--- src/rtl/ct_xbar2.sv ---
module ct_xbar2 #(
  parameter int W = 8,
  parameter int MAX_LEN = 4,
  parameter int DEST_W = 2,
  parameter logic [(1<<DEST_W)-1:0] ROUTE_MAP = 4'b1010
) (
  input  logic           clk,
  input  logic           rst_n,
  input  logic [1:0]     in_valid,
  output logic [1:0]     in_ready,
  input  logic [2*W-1:0] in_data,
  input  logic [1:0]     in_last,
  output logic [1:0]     out_valid,
  input  logic [1:0]     out_ready,
  output logic [2*W-1:0] out_data,
  output logic [1:0]     out_last
);
  localparam int DEPTH = MAX_LEN;
  localparam int AW = (DEPTH > 1) ? $clog2(DEPTH) : 1;
  localparam int CW = $clog2(DEPTH + 1);
  localparam int PW = W + 1;

  logic [PW-1:0] head [2];
  logic [CW-1:0] fill [2];
  logic [1:0] nonempty, owns, want, pop;
  logic [1:0] lock_v, lock_s, sel_s, sel_v, fire;

  function automatic logic [AW-1:0] step(input logic [AW-1:0] p);
    return (p == AW'(DEPTH - 1)) ? '0 : p + AW'(1);
  endfunction

  for (genvar i = 0; i < 2; i++) begin : g_in
    logic [PW-1:0] mem [DEPTH];
    logic [AW-1:0] wp, rp;
    logic [CW-1:0] cnt;
    logic push;

    assign in_ready[i] = (cnt != CW'(DEPTH));
    assign push        = in_valid[i] && in_ready[i];
    assign head[i]     = mem[rp];
    assign nonempty[i] = (cnt != '0);
    assign want[i]     = ROUTE_MAP[mem[rp][DEST_W-1:0]];
    assign fill[i]     = cnt;
    assign owns[i]     = (lock_v[0] && lock_s[0] == 1'(i)) || (lock_v[1] && lock_s[1] == 1'(i));
    assign pop[i]      = (fire[0] && sel_s[0] == 1'(i)) || (fire[1] && sel_s[1] == 1'(i));

    always_ff @(posedge clk)
      if (push) mem[wp] <= {in_last[i], in_data[i*W +: W]};

    always_ff @(posedge clk or negedge rst_n) begin
      if (!rst_n) begin
        wp  <= '0;
        rp  <= '0;
        cnt <= '0;
      end else begin
        if (push)   wp <= step(wp);
        if (pop[i]) rp <= step(rp);
        cnt <= cnt + CW'(push) - CW'(pop[i]);
      end
    end
  end

  for (genvar o = 0; o < 2; o++) begin : g_out
    logic lv, ls, rr;
    logic req0, req1, gany, gs;

    assign req0 = nonempty[0] && !owns[0] && (want[0] == 1'(o));
    assign req1 = nonempty[1] && !owns[1] && (want[1] == 1'(o));
    assign gany = !lv && (req0 || req1);
    assign gs   = (req0 && req1) ? rr : req1;

    assign sel_s[o] = lv ? ls : gs;
    assign sel_v[o] = lv || gany;
    assign lock_v[o] = lv;
    assign lock_s[o] = ls;

    assign out_valid[o]       = sel_v[o] && nonempty[sel_s[o]];
    assign out_data[o*W +: W] = head[sel_s[o]][W-1:0];
    assign out_last[o]        = head[sel_s[o]][W];
    assign fire[o]            = out_valid[o] && out_ready[o];

    always_ff @(posedge clk or negedge rst_n) begin
      if (!rst_n) begin
        lv <= 1'b0;
        ls <= 1'b0;
        rr <= 1'b0;
      end else begin
        if (fire[o] && out_last[o]) lv <= 1'b0;
        else if (gany) begin
          lv <= 1'b1;
          ls <= gs;
        end
        if (gany) rr <= ~gs;
      end
    end
  end
endmodule

--- config.mk ---
export PLATFORM = sky130hd
export DESIGN_NAME = ct_xbar2
export DESIGN_NICKNAME = d
export VERILOG_FILES = /design/src/rtl/ct_xbar2.sv
export SDC_FILE = /design/constraint.sdc
export NUM_CORES = 1
export LEC_CHECK = 0
export BUFFER_PORTS_ARGS = -buffer_cell sky130_fd_sc_hd__buf_4
export CAP_MARGIN = 20
export CORE_ASPECT_RATIO = 0.75
export CORE_MARGIN = 2
export CORE_UTILIZATION = 54
export DETAILED_ROUTE_END_ITERATION = 8
export GPL_TIMING_DRIVEN = 0
export PLACE_DENSITY = 0.77
export SYNTH_ARGS = -nofsm -noshare
export SYNTH_HDL_FRONTEND = slang
export SYNTH_SLANG_ARGS = --single-unit
--- constraint.sdc ---
create_clock -name clk -period 5.77 [get_ports clk]
set_clock_uncertainty 0.15 [all_clocks]
set_input_delay 0 -clock clk [delete_from_list [all_inputs] [get_ports clk]]
set_output_delay 0 -clock clk [all_outputs]
set_load 0.01 [all_outputs]
==> results <==
- The final RePlAce weighted congestion is 0.8807.
- The number of gates resized after CTS is 0.
- The cell area that synthesis handed to floorplanning was 4239 sq um.
- The worst setup slack for register-to-register paths is 1.96 ns.
- Walking the worst path, the cells encountered are mux4_2, or4_4, o21ai_2, nand2_1, a31oi_4, inv_1, ha_1, inv_1, ha_1, inv_1, fa_1, xnor2_1, xnor2_1.
- At the worst endpoint, the arrival time is 3.93 ns.
- 46 I/O pins were placed.
- The final cycle utilization of the critical path is 0.6604.
- The count of flip-flops with a built-in enable after synthesis is 72.
- For this run, the total global-route usage over all layers was measured as 0.2075.
- Synthesis inferred 92 register bits.
- The clock buffer count from CTS is 9.
- Setup repair after global routing left no endpoint under its margin.
- The ratio of cells with drive above 1 in the final layout is 0.3462.
- TritonCTS built the clock tree.
- The total of buffers placed on input and output ports is 45.
- The highest metal layer carrying signal wires in the routed design is met4.
- For this run, the post-layout net count is 373.
- For this run, the register share of the synthesized area comes to 0.6281.
- The worst setup path is captured at a register.
- The cell with the largest stage delay on the worst path is sky130_fd_sc_hd__mux4_2.
- In this run the power density over the cells is 580.4 nW/um^2.
- The setup total negative slack is 0 ns.
- The remaining antenna violation count is 0.
- The clock latency on the worst-skew pair is 0.34 ns.
- The mean routed wirelength per cell is 18.68 um.
- The first detailed-routing pass ran for 4 iterations.
- The first routing iteration left 140 violations.
- The classification of the worst setup path is register to register.
- In this run the deepest clock path goes through 2 buffers.
- Setup violations remaining at the end of the flow were counted as 0.
- The met3 layer wire length in the routed design is 429 um.
- The total congestion overflow is 0.
- The cell with the most instances on the worst path is sky130_fd_sc_hd__inv_1.
- The cell count after synthesis is 253.
- The worst slew margin relative to its limit is 0.3448.
- Summing all placed instances gives a cell area of 4703 sq um.
- The worst setup timing slack at the placement stage is 1.971 ns.
- The met1 layer wirelength in the final routing is 3718 um.
- The most common cell in the synthesized netlist is sky130_fd_sc_hd__edfxtp_1.
- The type of the most critical hold path is primary input to register.
- After layout, the worst setup slack is 1.960 ns.
- The die is 106.3 um wide.
- The mean instance size in the synthesized netlist is 16.76 sq um.
- After detailed placement, the design holds a cell count of 399.
- The final critical-path required period is 3.810 ns.
- Post-CTS timing repair inserted 0 buffers for setup.
- Summed over all instances, the cell type with the most area after synthesis is sky130_fd_sc_hd__edfxtp_1.
- The CTS clock-pin slew for the worst setup and hold paths is 0.09 ns.
- The highest ir drop seen on vdd is 0.4688 mV.
- The number of global-route vias before repair is 2,497.
- Yosys printed 0 warnings.
- The repair_antennas step left the layout with diodes totalling 0.
- STA puts the critical path data required time at 5.89 ns.
- The peak per-stage delay on the critical path is 0.61 ns.
- The floorplan step set the die height to 80.73 um.
- The most used flip-flop cell after synthesis is sky130_fd_sc_hd__edfxtp_1.
- The floorplan step defined a core boundary enclosing 7466 sq um.
- The H-tree was split into 3 levels.
- The floorplan step defined a die boundary enclosing 8582 sq um.
- The max-cap violation count is 0.
- The leakage component of the power is 1.966 nW.
- The measured slew at the worst slew-check pin is 0.9795 ns.
- The final number of hold-violating endpoints is 0.
- The final routed wirelength across all metal layers is 8199 um.
- Counting instances in the post-synthesis netlist gives the leading cell types as sky130_fd_sc_hd__edfxtp_1, sky130_fd_sc_hd__dfrtp_1, sky130_fd_sc_hd__mux2_2, sky130_fd_sc_hd__mux4_2, sky130_fd_sc_hd__inv_1.
- The area added between synthesis and finish is 20.75%.
- The final design instance area without fill is 5119 sq um.
- The post-synthesis net count is 293.
- The number of antenna violations at the first check in global routing is 0.
- The first-pass GRT wire length is 12,990 um.
- Synthesis instantiated 52 different standard cells from the library.
- Based on the critical path, the design can be clocked at up to 0.2624 GHz.
- The area share of the leading cell type in the synthesized netlist is 0.5100.
- The routed layout has 2,487 vias.
- The effective utilization at floorplan is 0.5678.
- The largest net degree at the start of global routing is 21.
- The DRC violation count after routing is 0.
- The worst setup path is launched from a register.
- After the flow finishes, the layout carries non-filler instances totaling 439.
- The total length of routed met2 wires is 3961 um.
- The final count of pins violating max slew is 0.
- The root buffer cell chosen for the clock tree is sky130_fd_sc_hd__clkbuf_8.
- After legalization and detailed placement, the total HPWL measured 5756 um.
- After detailed routing, the number of vias per cell comes to 5.665.
- After synthesis, the share of flip-flops with an asynchronous set or reset is 0.2174.
- The number of placement rows is 27.
- Sorting the synthesized cells by area gives the leading types as sky130_fd_sc_hd__edfxtp_1, sky130_fd_sc_hd__dfrtp_1, sky130_fd_sc_hd__mux4_2, sky130_fd_sc_hd__mux2_2, sky130_fd_sc_hd__ha_1.
- Counting every sink on the clock net gives 92.
- Along the worst path, the maximum fanout reaches 7.
- The run finished with clean final reports.
==> registers in the layout (all words and copies together) (netlist names) <==
signal,flops
g_in.mem,72
g_out.lv,2
g_out.ls,2
g_in.cnt,6
g_in.rp,4
g_out.rr,2
g_in.wp,4
==> layout by cell type (no fill, tap or decap), types with 3 or more instances in the layout <==
cell / instances
sky130_fd_sc_hd__ha_1: 14
sky130_fd_sc_hd__a21oi_1: 4
sky130_fd_sc_hd__xnor2_1: 4
sky130_fd_sc_hd__dlygate4sd3_1: 24
sky130_fd_sc_hd__or3_1: 3
sky130_fd_sc_hd__nor3_1: 6
sky130_fd_sc_hd__buf_4: 46
sky130_fd_sc_hd__dfrtp_1: 20
sky130_fd_sc_hd__edfxtp_1: 72
sky130_fd_sc_hd__nor2_1: 7
sky130_fd_sc_hd__nand2_1: 12
sky130_fd_sc_hd__mux4_2: 18
sky130_fd_sc_hd__and3_1: 8
sky130_fd_sc_hd__inv_1: 15
sky130_fd_sc_hd__clkbuf_8: 10
sky130_fd_sc_hd__mux2_2: 18
==> worst paths after layout <==
path / end / start / depth (start not counted)
max in group asynchronous: g_in[0].rp[0]$_DFFE_PN0P_ / rst_n / 3
worst min register to register: g_out[1].rr$_DFFE_PN0P_ / g_out[1].rr$_DFFE_PN0P_ / 1
worst max register to register: g_in[1].cnt[2]$_DFF_PN0_ / g_in[0].rp[0]$_DFFE_PN0P_ / 13
worst max-delay path: g_in[1].cnt[2]$_DFF_PN0_ / g_in[0].rp[0]$_DFFE_PN0P_ / 13
worst min-delay path: g_in[0].mem[0][5]$_DFFE_PP_ / in_data[5] / 2
min in group asynchronous: g_in[1].cnt[1]$_DFF_PN0_ / rst_n / 3
==> metal layers <==
metal,GRT usage,vias to the layer above
li1,-,1147
met1,0.2754,1262
met2,0.3455,70
met3,0.05377,8
met4,0.05921,0
met5,0,-
==> layout make-up <==
type | instances | area, sq um
Fill cell | 506 | 2347
Timing Repair Buffer | 69 | 578.1
Clock inverter | 6 | 47.55
Multi-Input combinational cell | 140 | 1466
Inverter | 15 | 56.30
Tap cell | 101 | 126.4
Sequential cell | 92 | 2663
Buffer | 6 | 53.80
Clock buffer | 10 | 127.6
==> power breakdown <==
| group | internal [W] | leakage [nW] | switching [W] | total (W) |
|---|---|---|---|---|
| logic | 0.000782 | 0.984 | 0.000799 | 0.00158 |
| clock network | 0.000160 | 0.0872 | 0.000219 | 0.000380 |
| registers | 0.000908 | 0.895 | 0.000103 | 0.00101 |
==> cell families (layout without fill, tap and decap cells) <==
logic type,after synthesis,after routing,share of synthesized area
AND/OR/NAND/NOR,54,54,0.07586
adder cells (fa/ha/maj),16,16,0.05077
buffers and inverters,21,106,0.02597
XOR/XNOR,4,4,0.008264
flip-flops,92,92,0.6281
AO/OA/AOI/OAI,25,25,0.05284
multiplexers,41,41,0.1582
==> timing repair <==
action	4_1_cts	5_1_grt
hold endpoints to repair	102	0
setup endpoints to repair	0	0
hold buffers	24	0
==> per-stage QoR <==
stage / util / hold slack [ns] / power [W]
2_1_floorplan: - / -0.4456 / 0.002062
3_3_place_gp: 0.6300 / -0.2400 / 0.002539
3_5_place_dp: 0.6300 / -0.2438 / 0.002590
4_1_cts: 0.6856 / 0.2190 / 0.002992
5_1_grt: 0.6856 / 0.2275 / 0.003164
6_report: 0.6856 / 0.2324 / 0.002971
==> critical path, delay by kind of cell (launching register included) <==
| family | cells | cell delay (ns) |
|---|---|---|
| fa+ha+maj | 3 | 0.79 |
| flops | 1 | 0.41 |
| mux | 1 | 0.61 |
| xor+xnor | 2 | 0.31 |
| simple gates | 2 | 0.84 |
| buf+inv | 3 | 0.17 |
| compound gates | 2 | 0.46 |
No activity file was read; power rests on OpenSTA's default activity.
